`config.mk`:
```
export PLATFORM = sky130hd
export DESIGN_NAME = rstpin_ctrl
export DESIGN_NICKNAME = d
export VERILOG_FILES = /design/src/rtl/rstpin_pkg.sv /design/src/rtl/rstpin_sync.sv /design/src/rtl/rstpin_lowfilt.sv /design/src/rtl/rstpin_ctrl.sv
export SDC_FILE = /design/constraint.sdc
export NUM_CORES = 1
export LEC_CHECK = 0
export BUFFER_PORTS_ARGS = -buffer_cell sky130_fd_sc_hd__buf_2
export CAP_MARGIN = 20
export CELL_PAD_IN_SITES_DETAIL_PLACEMENT = 0
export CELL_PAD_IN_SITES_GLOBAL_PLACEMENT = 1
export CORE_ASPECT_RATIO = 1.4
export CORE_MARGIN = 1
export CORE_UTILIZATION = 49
export CTS_BUF_LIST = sky130_fd_sc_hd__clkbuf_16
export CTS_CLUSTER_SIZE = 16
export DETAILED_ROUTE_END_ITERATION = 12
export PLACE_DENSITY_LB_ADDON = 0.15
export SLEW_MARGIN = 20
export SYNTH_ARGS = -nofsm -noshare
export SYNTH_HDL_FRONTEND = slang
export SYNTH_HIERARCHICAL = 1
export SYNTH_SLANG_ARGS = --single-unit
```
`constraint.sdc`:
```
create_clock -name clk -period 5.1 [get_ports clk]
set_clock_uncertainty 0.05 [all_clocks]
set_input_delay 0.51 -clock clk [delete_from_list [all_inputs] [get_ports clk]]
set_output_delay 0.51 -clock clk [all_outputs]
set_load 0.05 [all_outputs]
```
`src/rtl/rstpin_pkg.sv`:
```
package rstpin_pkg;

    typedef enum logic [2:0] {
        S_IDLE,
        S_WAIT_BUS,
        S_DRIVE,
        S_EXTEND,
        S_RELEASE,
        S_TEST,
        S_DONE
    } rp_state_e;

    typedef enum logic [1:0] {
        SRC_EXT,
        SRC_INT,
        SRC_POR
    } rp_src_e;

endpackage

```
`src/rtl/rstpin_sync.sv`:
```
module rstpin_sync (
    input  logic clk,
    input  logic por_n,
    input  logic async_in,
    output logic sync_out
);
    logic meta_q, meta_d;
    logic stab_q, stab_d;

    always_comb begin
        meta_d = async_in;
        stab_d = meta_q;
    end

    // Both stages reset to the released (high) pad level.
    always_ff @(posedge clk or negedge por_n) begin
        if (!por_n) begin
            meta_q <= 1'b1;
            stab_q <= 1'b1;
        end else begin
            meta_q <= meta_d;
            stab_q <= stab_d;
        end
    end

    assign sync_out = stab_q;
endmodule

```
`src/rtl/rstpin_lowfilt.sv`:
```
module rstpin_lowfilt #(
    parameter int MIN_LOW = 8
) (
    input  logic clk,
    input  logic por_n,
    input  logic en,
    input  logic low_in,
    output logic hit
);
    localparam int FW = (MIN_LOW > 1) ? $clog2(MIN_LOW + 1) : 1;
    localparam logic [FW-1:0] LAST = FW'(MIN_LOW - 1);

    logic [FW-1:0] cnt_q, cnt_d;

    always_comb begin
        cnt_d = cnt_q;
        if (!en || !low_in) begin
            cnt_d = '0;
        end else if (cnt_q != LAST) begin
            cnt_d = cnt_q + 1'b1;
        end
    end

    always_ff @(posedge clk or negedge por_n) begin
        if (!por_n) cnt_q <= '0;
        else        cnt_q <= cnt_d;
    end

    assign hit = en && low_in && (cnt_q == LAST);

    generate
        if (MIN_LOW > 1) begin : g_chk
            // acceptance needs the low level in the previous sample as well
            a_r6_filter_run: assert property (@(posedge clk) disable iff (!por_n)
                hit |-> $past(low_in));
        end
    endgenerate
endmodule

```
`src/rtl/rstpin_ctrl.sv`:
```
module rstpin_ctrl
    import rstpin_pkg::*;
#(
    parameter int STRETCH_CYC = 512,
    parameter int RELEASE_CYC = 10,
    parameter int MIN_LOW     = 8
) (
    input  logic clk,
    input  logic por_n,
    input  logic pin_in,
    input  logic int_req,
    input  logic pll_locked,
    input  logic bus_busy,
    input  logic bus_tmo,
    output logic pin_drive,
    output logic sys_rst,
    output logic pins_safe,
    output logic rst_done
);
    localparam int CNT_MAX = (STRETCH_CYC > RELEASE_CYC) ? STRETCH_CYC : RELEASE_CYC;
    localparam int CW      = $clog2(CNT_MAX + 1);
    localparam logic [CW-1:0] DRV_LAST = CW'(STRETCH_CYC - 1);
    localparam logic [CW-1:0] REL_LAST = CW'(RELEASE_CYC - 2);

    typedef struct packed {
        rp_state_e     st;
        rp_src_e       src;
        logic [CW-1:0] cnt;
        logic          por;
    } fsm_t;

    fsm_t cur_q, nxt_d;
    logic pin_s;
    logic ext_hit;
    logic active;

    rstpin_sync u_sync (
        .clk      (clk),
        .por_n    (por_n),
        .async_in (pin_in),
        .sync_out (pin_s)
    );

    rstpin_lowfilt #(.MIN_LOW(MIN_LOW)) u_filt (
        .clk    (clk),
        .por_n  (por_n),
        .en     (cur_q.st == S_IDLE),
        .low_in (!pin_s),
        .hit    (ext_hit)
    );

    always_comb begin
        nxt_d = cur_q;
        case (cur_q.st)
            S_IDLE: begin
                nxt_d.cnt = '0;
                if (int_req) begin
                    nxt_d.st  = S_DRIVE;
                    nxt_d.src = SRC_INT;
                end else if (ext_hit) begin
                    nxt_d.st  = S_WAIT_BUS;
                    nxt_d.src = SRC_EXT;
                end
            end
            S_WAIT_BUS: begin
                if (int_req) begin
                    nxt_d.st  = S_DRIVE;
                    nxt_d.src = SRC_INT;
                    nxt_d.cnt = '0;
                end else if (!bus_busy || bus_tmo) begin
                    nxt_d.st  = S_EXTEND;
                    nxt_d.src = SRC_EXT;
                end
            end
            S_EXTEND: begin
                nxt_d.cnt = '0;
                case (cur_q.src)
                    SRC_INT: if (!int_req)   nxt_d.st = S_RELEASE;
                    SRC_POR: if (pll_locked) nxt_d.st = S_DRIVE;
                    default: if (pin_s)      nxt_d.st = S_DRIVE;
                endcase
            end
            S_DRIVE: begin
                if (cur_q.cnt == DRV_LAST) begin
                    nxt_d.cnt = '0;
                    if (cur_q.src == SRC_INT && int_req) nxt_d.st = S_EXTEND;
                    else                                 nxt_d.st = S_RELEASE;
                end else begin
                    nxt_d.cnt = cur_q.cnt + 1'b1;
                end
            end
            S_RELEASE: begin
                if (cur_q.cnt == REL_LAST) begin
                    nxt_d.st  = S_TEST;
                    nxt_d.cnt = '0;
                end else begin
                    nxt_d.cnt = cur_q.cnt + 1'b1;
                end
            end
            S_TEST: begin
                nxt_d.cnt = '0;
                if (pin_s) begin
                    nxt_d.st = S_DONE;
                end else begin
                    nxt_d.st  = S_DRIVE;
                    nxt_d.src = SRC_EXT;
                end
            end
            S_DONE: begin
                nxt_d.st  = S_IDLE;
                nxt_d.por = 1'b0;
            end
            default: nxt_d.st = S_IDLE;
        endcase
    end

    always_ff @(posedge clk or negedge por_n) begin
        if (!por_n) begin
            cur_q.st  <= S_EXTEND;
            cur_q.src <= SRC_POR;
            cur_q.cnt <= '0;
            cur_q.por <= 1'b1;
        end else begin
            cur_q <= nxt_d;
        end
    end

    assign active    = (cur_q.st == S_DRIVE) || (cur_q.st == S_EXTEND) ||
                       (cur_q.st == S_RELEASE) || (cur_q.st == S_TEST);
    assign pin_drive = (cur_q.st == S_DRIVE) ||
                       ((cur_q.st == S_EXTEND) && (cur_q.src != SRC_EXT));
    assign sys_rst   = active && !cur_q.por;
    assign pins_safe = active;
    assign rst_done  = (cur_q.st == S_DONE);

    // the done indication never lasts two cycles
    a_r3_done_single: assert property (@(posedge clk) disable iff (!por_n)
        rst_done |=> !rst_done);

    // the master reset only ends together with the done pulse
    a_r10_fall_with_done: assert property (@(posedge clk) disable iff (!por_n)
        $fell(sys_rst) |-> rst_done);

    // any reset activity keeps the other pins safe
    a_r9_safe_cover: assert property (@(posedge clk) disable iff (!por_n)
        (sys_rst || pin_drive) |-> pins_safe);

    // a busy bus holds off an accepted external reset
    a_r8_bus_defer: assert property (@(posedge clk) disable iff (!por_n)
        (cur_q.st == S_WAIT_BUS && bus_busy && !bus_tmo && !int_req) |=> !sys_rst);

    // an internal request while idle drives the pad next cycle
    a_r5_int_drive: assert property (@(posedge clk) disable iff (!por_n)
        (cur_q.st == S_IDLE && int_req) |=> pin_drive);

    // a low pad at the test point leads straight back to driving
    a_r4_retry_drive: assert property (@(posedge clk) disable iff (!por_n)
        (cur_q.st == S_TEST && !pin_s) |=> pin_drive);
endmodule

```
==> results.toml, run 1 <==
[yosys]
synth.distinct_cells = 54
synth-simple-area-share_pct = 27.9
synthAdderAreaFrac_pct = 2.71
syn_avg_cell_area_um2 = 9.47
syn_inst = 146
ys_ff_latch = 22
syn_nets = 156
synth.area.mux_share_pct = 3.98
async_flop_share_pct = 100
synth-main-ff-cell = "dfrtp_1"
synth_top_family_by_area = "simple AND/OR/NAND/NOR gates"
syn_area_um2 = 1380
seq_area_frac_synth_pct = 40.4
synth-compound-area-share_pct = 18.2
synth_xor_area_share_pct = 1.90
yosys_warnings = 6
synth-edff-count = 0

[sta]
hold_violations = 0
rsz0062_at_grt = "no"
drv_slew = 0
finalSetupTns_ns = 0
worst_pin_slew_ns = 0.743
fmax_mhz = 391
min_period_ns = 2.55
relSlewSlack_pct = 50.1
finalSetupViolCount = 0
fin_crit_sh_pct = 50.1

[placed_design]
dp_hpwl_um = 1980
place_congestion = 0.781
placed_area_um2 = 1440
port-buffer-count = 10

[setup_path]
path_class = "flip-flop to flip-flop"
crit_fanout = 17
worst_ep_required_time_ns = 5.23
r2r_slack_ns = 2.55
crit_path_start = "cur_q[15]"
crit_path_start_kind = "flip-flop"
worstPathArrival_ns = 2.68
cpMaxStageDelayCell = "nor3_1"
end_kind = "flip-flop"
crit_chain = "nor3_1 -> and3_1 -> nor2_1 -> a31oi_1 -> o41ai_1 -> and2b_1 -> mux2_4"
worstRegToRegCells = 7
r2r_start = "cur_q[15]"
slowest_delay_ns = 0.69

[final_layout]
mostFrequentLayoutCell = "dfrtp_1"
final_nets = 165
area_growth_pct = 9.50
final_area_um2 = 1510
mostFrequentLayoutCells = "16 x dfrtp_1, 12 x nor2_1, 10 x nand2_1, 10 x nand3_1, 10 x buf_2"
drive_gt1_share_pct = 18.2
antennaDiodeCount = 0

[global_route]
grt-busiest-layer = "met2"
grt_overflow_total = 0
grt_pass1_wl_um = 4840
grt_pass1_vias = 1132
grt_max_degree = 23
grt_util_all_layers_pct = 21.5
use_met1_pct = 25.4
antenna_found_initial = 0
gr-usage-met3_pct = 2.79
grtUsageMet2_pct = 37.3

[clock_network]
cts_buffers = 3
postCtsSetupRepairBufs = 0
postCtsHoldBufs = 0
cts_tree = "done"
cts_resized = 0
clk_latency_ns = 0.25
path_clk_slew_ns = 0.06
clk_path_buf_depth = 2
clock-root-buffer = "clkbuf_16"
htreeDepth = 1
clock_sinks = 22

[detailed_routing]
wirelength_um = 2760
first_pass_iters = 4
ant_nets = 0
num_vias = 1108
drt_iter0_drc = 26
vias_per_cell = 5.83
drc = 0
post_drt_wl_per_cell_um = 14.5

[floorplanning]
die_w_um = 46.9
io_pins = 11
fp.coreArea_um2 = 2640
start_util_pct = 52.3
dieArea_um2 = 3040
die_y_um = 64.9
fp-row-count = 22

[run]
cap_viol_max_count = 0

[status]
status = "complete, no violations"

[min_path]
holdCritPathClass = "input pin to asynchronous set/reset pin"

[power_and_ir_drop]
leakage_nw = 0.694
power_density_nw_per_um2 = 519
peakVddDrop_v = 0.000222
## flip-flops by register name (all words and copies together) (netlist names)
name             count
u_filt/cnt_q         4
u_sync/sync_out      1
cur_q               16
u_sync/meta_q        1
## through the flow
stage	power (mW)	utilization [%]	hold WS [ns]	setup WS [ns]	instances
after floorplan	0.568	-	0.164	2.76	146
final	0.785	57.3	0.167	2.55	190
after global placement	0.616	54.3	0.296	2.69	186
after global routing	0.842	57.3	0.214	2.39	190
after detailed placement	0.625	54.3	0.303	2.59	186
after CTS	0.792	57.3	0.190	2.56	190
## synth_stat cells, drive strengths merged, types with 3 or more instances
cell type | count | share of area [%]
mux2i | 4 | 2.9
a31oi | 5 | 3.8
nor3 | 6 | 2.2
dfrtp | 16 | 29
o21ai | 4 | 1.4
and3 | 3 | 1.4
buf | 4 | 2.5
xor2 | 3 | 1.9
a211o | 4 | 2.5
inv | 7 | 1.9
nor2b | 3 | 1.4
nand3 | 10 | 3.6
a21oi | 7 | 2.5
ha | 3 | 2.7
nand2 | 10 | 2.7
dfstp | 6 | 11
nor2 | 13 | 3.7
a21o | 3 | 1.6
## power by group
| part | internal [mW] | switching [mW] |
|---|---|---|
| clock | 0.104 | 0.0610 |
| sequential | 0.209 | 0.0615 |
| combinational | 0.130 | 0.220 |
| total | 0.443 | 0.342 |
## critical path, delay by kind of cell (launching register included)
| family | cells | cell delay, ns |
|---|---|---|
| multiplexers | 1 | 0.30 |
| flip-flops | 1 | 0.55 |
| AND/OR/NAND/NOR | 4 | 1.24 |
| AO/OA/AOI/OAI | 2 | 0.34 |
## kinds of logic (layout without fill, tap and decap cells)
group	after synthesis	after routing
and+or+nand+nor	66	66
AOI/OAI and AO/OA	34	34
DFF	22	22
buffers and inverters	13	21
muxes	5	5
adders and majority gates	3	3
xor gates and xnor gates	3	3
## path summary, 6_finish.rpt
| check | endpoint |
|---|---|
| worst min register to register | u_sync/sync_out |
| worst max-delay path | cur_q[13] |
| min in group clk | u_sync/sync_out |
| worst max register to register | cur_q[13] |
| worst min-delay path | u_filt/cnt_q[2] |
| max in group asynchronous | cur_q[14] |
## metal layers
metal	vias up	wire length (um)
met5	-	0
met4	0	47
met3	6	50
met2	12	1390
met1	538	1270
li1	552	-
## layout make-up
type | instances | area (um^2)
repair buffers | 10 | 50.0
clock buffers | 3 | 75.1
inverters | 7 | 26.3
flip-flops and latches | 22 | 558
clock inverters | 1 | 3.75
well taps | 36 | 45.0
multi-input cells | 111 | 756
fillers | 263 | 1130
Note: power is estimated with default switching activity, not from simulation.
==> inputs of run 2 (changes only) <==
Settings changed: CORE_UTILIZATION 49 to 41.
Clock period 5.1 ns to 2.1 ns, I/O delays scaled along.
==> results.toml, run 2 (synthesis gave the netlist of run 1 again) <==
[sta]
worst_pin_slew_ns = 0.517
rsz0062_at_grt = "no"
hold_violations = 0
finalSetupViolCount = 0
min_period_ns = 1.97
drv_slew = 0
fin_crit_sh_pct = 93.7
fin_hold_ws_ns = 0.00891
fmax_mhz = 508
finalSetupTns_ns = 0
relSlewSlack_pct = 65.6

[min_path]
holdCritPathClass = "input pin to flip-flop"

[global_route]
grt_pass1_wl_um = 5160
grt_pass1_vias = 1156
grt_util_all_layers_pct = 18.7
grt_max_degree = 23
grt_overflow_total = 0
antenna_found_initial = 0

[status]
status = "complete, no violations"

[floorplanning]
fp.coreArea_um2 = 3150
start_util_pct = 43.8
fp-row-count = 24
die_w_um = 51.1
die_y_um = 70.7
io_pins = 11
dieArea_um2 = 3610

[final_layout]
reg_top3 = "cur_q x16, u_filt/cnt_q x4"
area_growth_pct = 21.0
final_cells = 209
final_nets = 181
drive_gt1_share_pct = 28.2
largest_reg_flops = 16
regMostFlops = "cur_q"
mostFrequentLayoutCell = "dfrtp_1"
mostFrequentLayoutCells = "16 x dfrtp_1, 15 x buf_4, 12 x nor2_1"
antennaDiodeCount = 0
final_area_um2 = 1670

[detailed_routing]
ant_nets = 0
drt_iter0_drc = 17
drc = 0
wirelength_um = 2980
first_pass_iters = 4
post_drt_wl_per_cell_um = 14.2
num_vias = 1160
vias_per_cell = 5.55

[power_and_ir_drop]
power_density_nw_per_um2 = 1250
power.switching_mw = 0.887
pwr-share-clk_pct = 19.2
peakVddDrop_v = 0.000930
leakage_nw = 0.775
p_total_mw = 2.10
power.internal_mw = 1.21
seqPwrFrac_pct = 28.8
combPwrFrac_pct = 52.0
swShare_pct = 42.3

[placed_design]
dp.cells = 199
dp_hpwl_um = 2160
port-buffer-count = 10
place_congestion = 0.777
placed_area_um2 = 1530

[setup_path]
crit_fanout = 2
end_kind = "flip-flop"
worst_ep_required_time_ns = 2.23
path_class = "flip-flop to flip-flop"
cpMaxStageDelayCell = "dfrtp_1"
worstPathArrival_ns = 2.10
slowest_delay_ns = 0.38
crit_path_start_kind = "flip-flop"
crit_chain = "ha_2 -> and3b_2 -> and3_4 -> nor2_1 -> a31oi_2 -> o41ai_2 -> and2b_1 -> mux2_4"

[clock_network]
path_clk_slew_ns = 0.06
clk_latency_ns = 0.25
htreeDepth = 1
clock-root-buffer = "clkbuf_16"
cts_buffers = 3
clk_path_buf_depth = 2
clock_sinks = 22
cts_tree = "done"

[run]
cap_viol_max_count = 0
==> run 2: worst max-delay path: cells and delay by family (launching register included) <==
family	cells	cell delay [ns]
AND/OR/NAND/NOR	4	0.69
flip-flops	1	0.38
multiplexers	1	0.29
AO/OA/AOI/OAI	2	0.31
adder cells (fa/ha/maj)	1	0.18
==> run 2: layout make-up <==
class	instances	area, um^2
clock buffer	3	75.1
clock inverter	1	3.75
fill	304	1480
inverter	7	26.3
multi-input combinational	111	788
sequential	22	558
tap	39	48.8
timing repair buffer	26	173
==> run 2: final timing paths <==
| check | start | end | slack [ns] | depth (start not counted) |
|---|---|---|---|---|
| setup / recovery | u_filt/cnt_q[1] | cur_q[13] | 0.13 | 8 |
| hold / removal | pin_in | u_sync/meta_q | 0.009 | 1 |
| setup reg to reg | u_filt/cnt_q[1] | cur_q[13] | 0.13 | 8 |
| hold reg to reg | u_sync/meta_q | u_sync/sync_out | 0.30 | 0 |
| max in group asynchronous | por_n | u_sync/sync_out | 1.22 | 2 |
| min in group asynchronous | por_n | cur_q[11] | 0.41 | 2 |
==> run 2: routing by layer <==
metal	global-route usage [%]	up-vias	wire length (um)	part of all wire, %
li1	-	583	-	-
met5	0	-	0	0
met3	1.94	6	46	1.5
met2	31.9	13	1520	51
met1	23.5	558	1360	46
met4	8.02	0	46	1.5
==> run 2: per-stage QoR <==
stage / utilization, % / worst slack [ns]
after floorplan: - / 0.0221
after global placement: 48.6 / 0.0722
after detailed placement: 48.6 / 0.00340
after CTS: 52.4 / 0.0263
after global routing: 53.1 / 0.00217
final: 53.1 / 0.132
==> run 2: power by group through the flow <==
stage	Sequential [mW]	Combinational (mW)	Clock, mW
2_1_floorplan	0.559	0.858	0
3_3_place_gp	0.610	1.02	0
3_5_place_dp	0.611	1.03	0
4_1_cts	0.602	1.06	0.414
5_1_grt	0.619	1.20	0.429
6_report	0.604	1.09	0.402
==> run 2: timing repair <==
action | 4_1_cts | 5_1_grt
cloned | 0 | 0
pin swaps | 5 | 1
gates resized for setup | 2 | 1
setup endpoints to repair | 1 | 1
endpoints found under the hold margin | 16 | 0
hold buffers | 1 | 0
setup buffers | 3 | 2
==> inputs of run 3 (changes only) <==
Settings changed: CORE_UTILIZATION 41 to 40, PLACE_DENSITY set to 0.74, PLACE_DENSITY_LB_ADDON 0.15 to unset, SYNTH_HIERARCHICAL 1 to unset.
==> results.toml, run 3 <==
[status]
status = "complete, no violations"

[yosys]
netlist_top_cells_count = "20 x nand2_1, 16 x dfrtp_1, 14 x nor2_1, 14 x o21ai_0"
syn_avg_cell_area_um2 = 8.81
seq_area_frac_synth_pct = 42.5
synth.distinct_cells = 41
synth_area_leader_cell = "dfrtp_1"
yosys_warnings = 0
syn_area_um2 = 1310
syn_inst = 149
synth_top_cell_area_share_pct = 30.5
async_flop_share_pct = 100
synth-main-ff-cell = "dfrtp_1"
ys_ff_latch = 22
syn_nets = 159
synth_most_common_cell = "nand2_1"
synth-edff-count = 0
yosys-top-cells-area = "dfrtp_1 31%, dfstp_2 12%, nand2_1 5.7%"

[sta]
fin_crit_sh_pct = 96.5
fin_hold_ws_ns = 0.287
drv_slew = 0
hold_violations = 0
worst_pin_slew_ns = 0.499
finalSetupTns_ns = 0
rsz0062_at_grt = "no"
worst_slack_ns = 0.0731
relSlewSlack_pct = 66.7
fmax_mhz = 493
min_period_ns = 2.03
finalSetupViolCount = 0

[final_layout]
antennaDiodeCount = 0
mostFrequentLayoutCell = "nand2_1"
drive_gt1_share_pct = 25.4
reg_top3 = "cur_q x16, u_filt.cnt_q x4"
largest_reg_flops = 16
area_growth_pct = 21.8
fillers = 312
mostFrequentLayoutCells = "20 x nand2_1, 16 x dfrtp_1, 14 x nor2_1, 14 x o21ai_0, 13 x buf_4"
final_nets = 184
regMostFlops = "cur_q"

[global_route]
grt_overflow_total = 0
antenna_found_initial = 0
grt_pass1_wl_um = 5040
grt_pass1_vias = 1115
grt_max_degree = 23
grt_util_all_layers_pct = 18.5

[floorplanning]
fp.coreArea_um2 = 3120
io_pins = 11
die_y_um = 69.8
dieArea_um2 = 3520
fp-row-count = 24
start_util_pct = 42.0
die_w_um = 50.4

[setup_path]
cp_num_buf_inv = 2
crit_chain = "buf_4 -> nor2b_1 -> or2_2 -> nor2b_2 -> buf_2"
crit_path_start_kind = "flip-flop"
cpMaxStageDelayCell = "dfstp_2"
critical_path.top_delay_family = "flip-flops"
crit_fanout = 11
slowest_delay_ns = 0.57
worstPathArrival_ns = 1.77
path_class = "flip-flop to output pin"
worstRegToRegCells = 6
crit_cells = 5
end_kind = "output pin"
worst_ep_required_time_ns = 1.84

[placed_design]
place_congestion = 0.815
dp_hpwl_um = 2200
pre_cts_ws_ns = 0.0753
port-buffer-count = 10

[clock_network]
htreeDepth = 1
cts_tree = "done"
postCtsSetupRepairBufs = 0
clock-root-buffer = "clkbuf_16"
path_clk_slew_ns = 0.06
clk_latency_ns = 0.25
clock_sinks = 22
cts_buffers = 3
clk_path_buf_depth = 2

[detailed_routing]
drt_iter0_drc = 41
drc = 0
post_drt_wl_per_cell_um = 13.7
wirelength_um = 2910
vias_per_cell = 5.57
first_pass_iters = 4
num_vias = 1180
ant_nets = 0

[power_and_ir_drop]
power_density_nw_per_um2 = 1290
leakage_nw = 0.704
peakVddDrop_v = 0.000764

[run]
cap_viol_max_count = 0

[min_path]
holdCritPathClass = "input pin to flip-flop"
worstHoldPathCells = 2
[run 3: changes by cell type in the layout (fill, tap and decap cells not counted), sizes merged, moves of 3 or more]
cell   change
o21ai     +11
a211o      -4
nand2     +11
inv        -3
or3        +3
xor2       -3
nand3      -3
mux2i      -3
[run 3: logic make-up after synthesis]
kind of cell / after synthesis / synth area share [%]
AND/OR/NAND/NOR: 73 / 28.9
flip-flops: 22 / 42.5
adder cells (fa/ha/maj): 3 / 2.86
buffers and inverters: 9 / 3.15
multiplexers: 3 / 2.76
XOR/XNOR: 1 / 0.667
AO/OA/AOI/OAI: 38 / 19.2
[run 3: per-stage QoR]
| step | instance area [um^2] | power [mW] | std cells | util, % |
|---|---|---|---|---|
| 2_1_floorplan | 1320 | 1.34 | 149 | - |
| 3_3_place_gp | 1490 | 1.63 | 206 | 47.6 |
| 3_5_place_dp | 1490 | 1.64 | 206 | 47.6 |
| 4_1_cts | 1580 | 2.05 | 212 | 50.7 |
| 5_1_grt | 1600 | 2.22 | 212 | 51.2 |
| 6_report | 1600 | 2.07 | 212 | 51.2 |
[run 3: where the power goes]
part           internal, mW  leakage (nW)  switching, mW
clock                 0.254        0.0385          0.142
sequential            0.507         0.281         0.0705
combinational         0.426         0.385          0.666
[run 3: per-layer routing]
| metal | wire [um] | vias to the layer above | track usage [%] |
|---|---|---|---|
| met5 | 0 | - | 0 |
| li1 | - | 585 | - |
| met4 | 47 | 0 | 5.25 |
| met1 | 1330 | 566 | 23.2 |
| met2 | 1450 | 23 | 31.4 |
| met3 | 77 | 6 | 3.73 |
[run 3: final cells by class]
class	instances	area, um^2	share of cell area [%]
Tap cell	39	48.8	3.05
Multi-Input combinational cell	118	731	45.7
Clock inverter	1	3.75	0.235
Sequential cell	22	558	34.9
Inverter	4	15.0	0.939
Clock buffer	3	75.1	4.69
Timing Repair Buffer	25	168	10.5
[run 3: timing repair]
action / in CTS / in global routing
endpoints found under the hold margin: 17 / 0
resized for setup: 0 / 3
hold buffers: 2 / 0
endpoints found under the setup margin: 0 / 3
[run 3: worst paths after layout]
check	to	slack [ns]	start
worst max-delay path	sys_rst	0.07	cur_q[14]
worst min-delay path	cur_q[11]	0.29	int_req
worst max register to register	cur_q[7]	0.10	cur_q[7]
worst min register to register	u_sync.sync_out	0.31	u_sync.meta_q
max in group asynchronous	cur_q[13]	1.23	por_n
min in group asynchronous	cur_q[11]	0.41	por_n
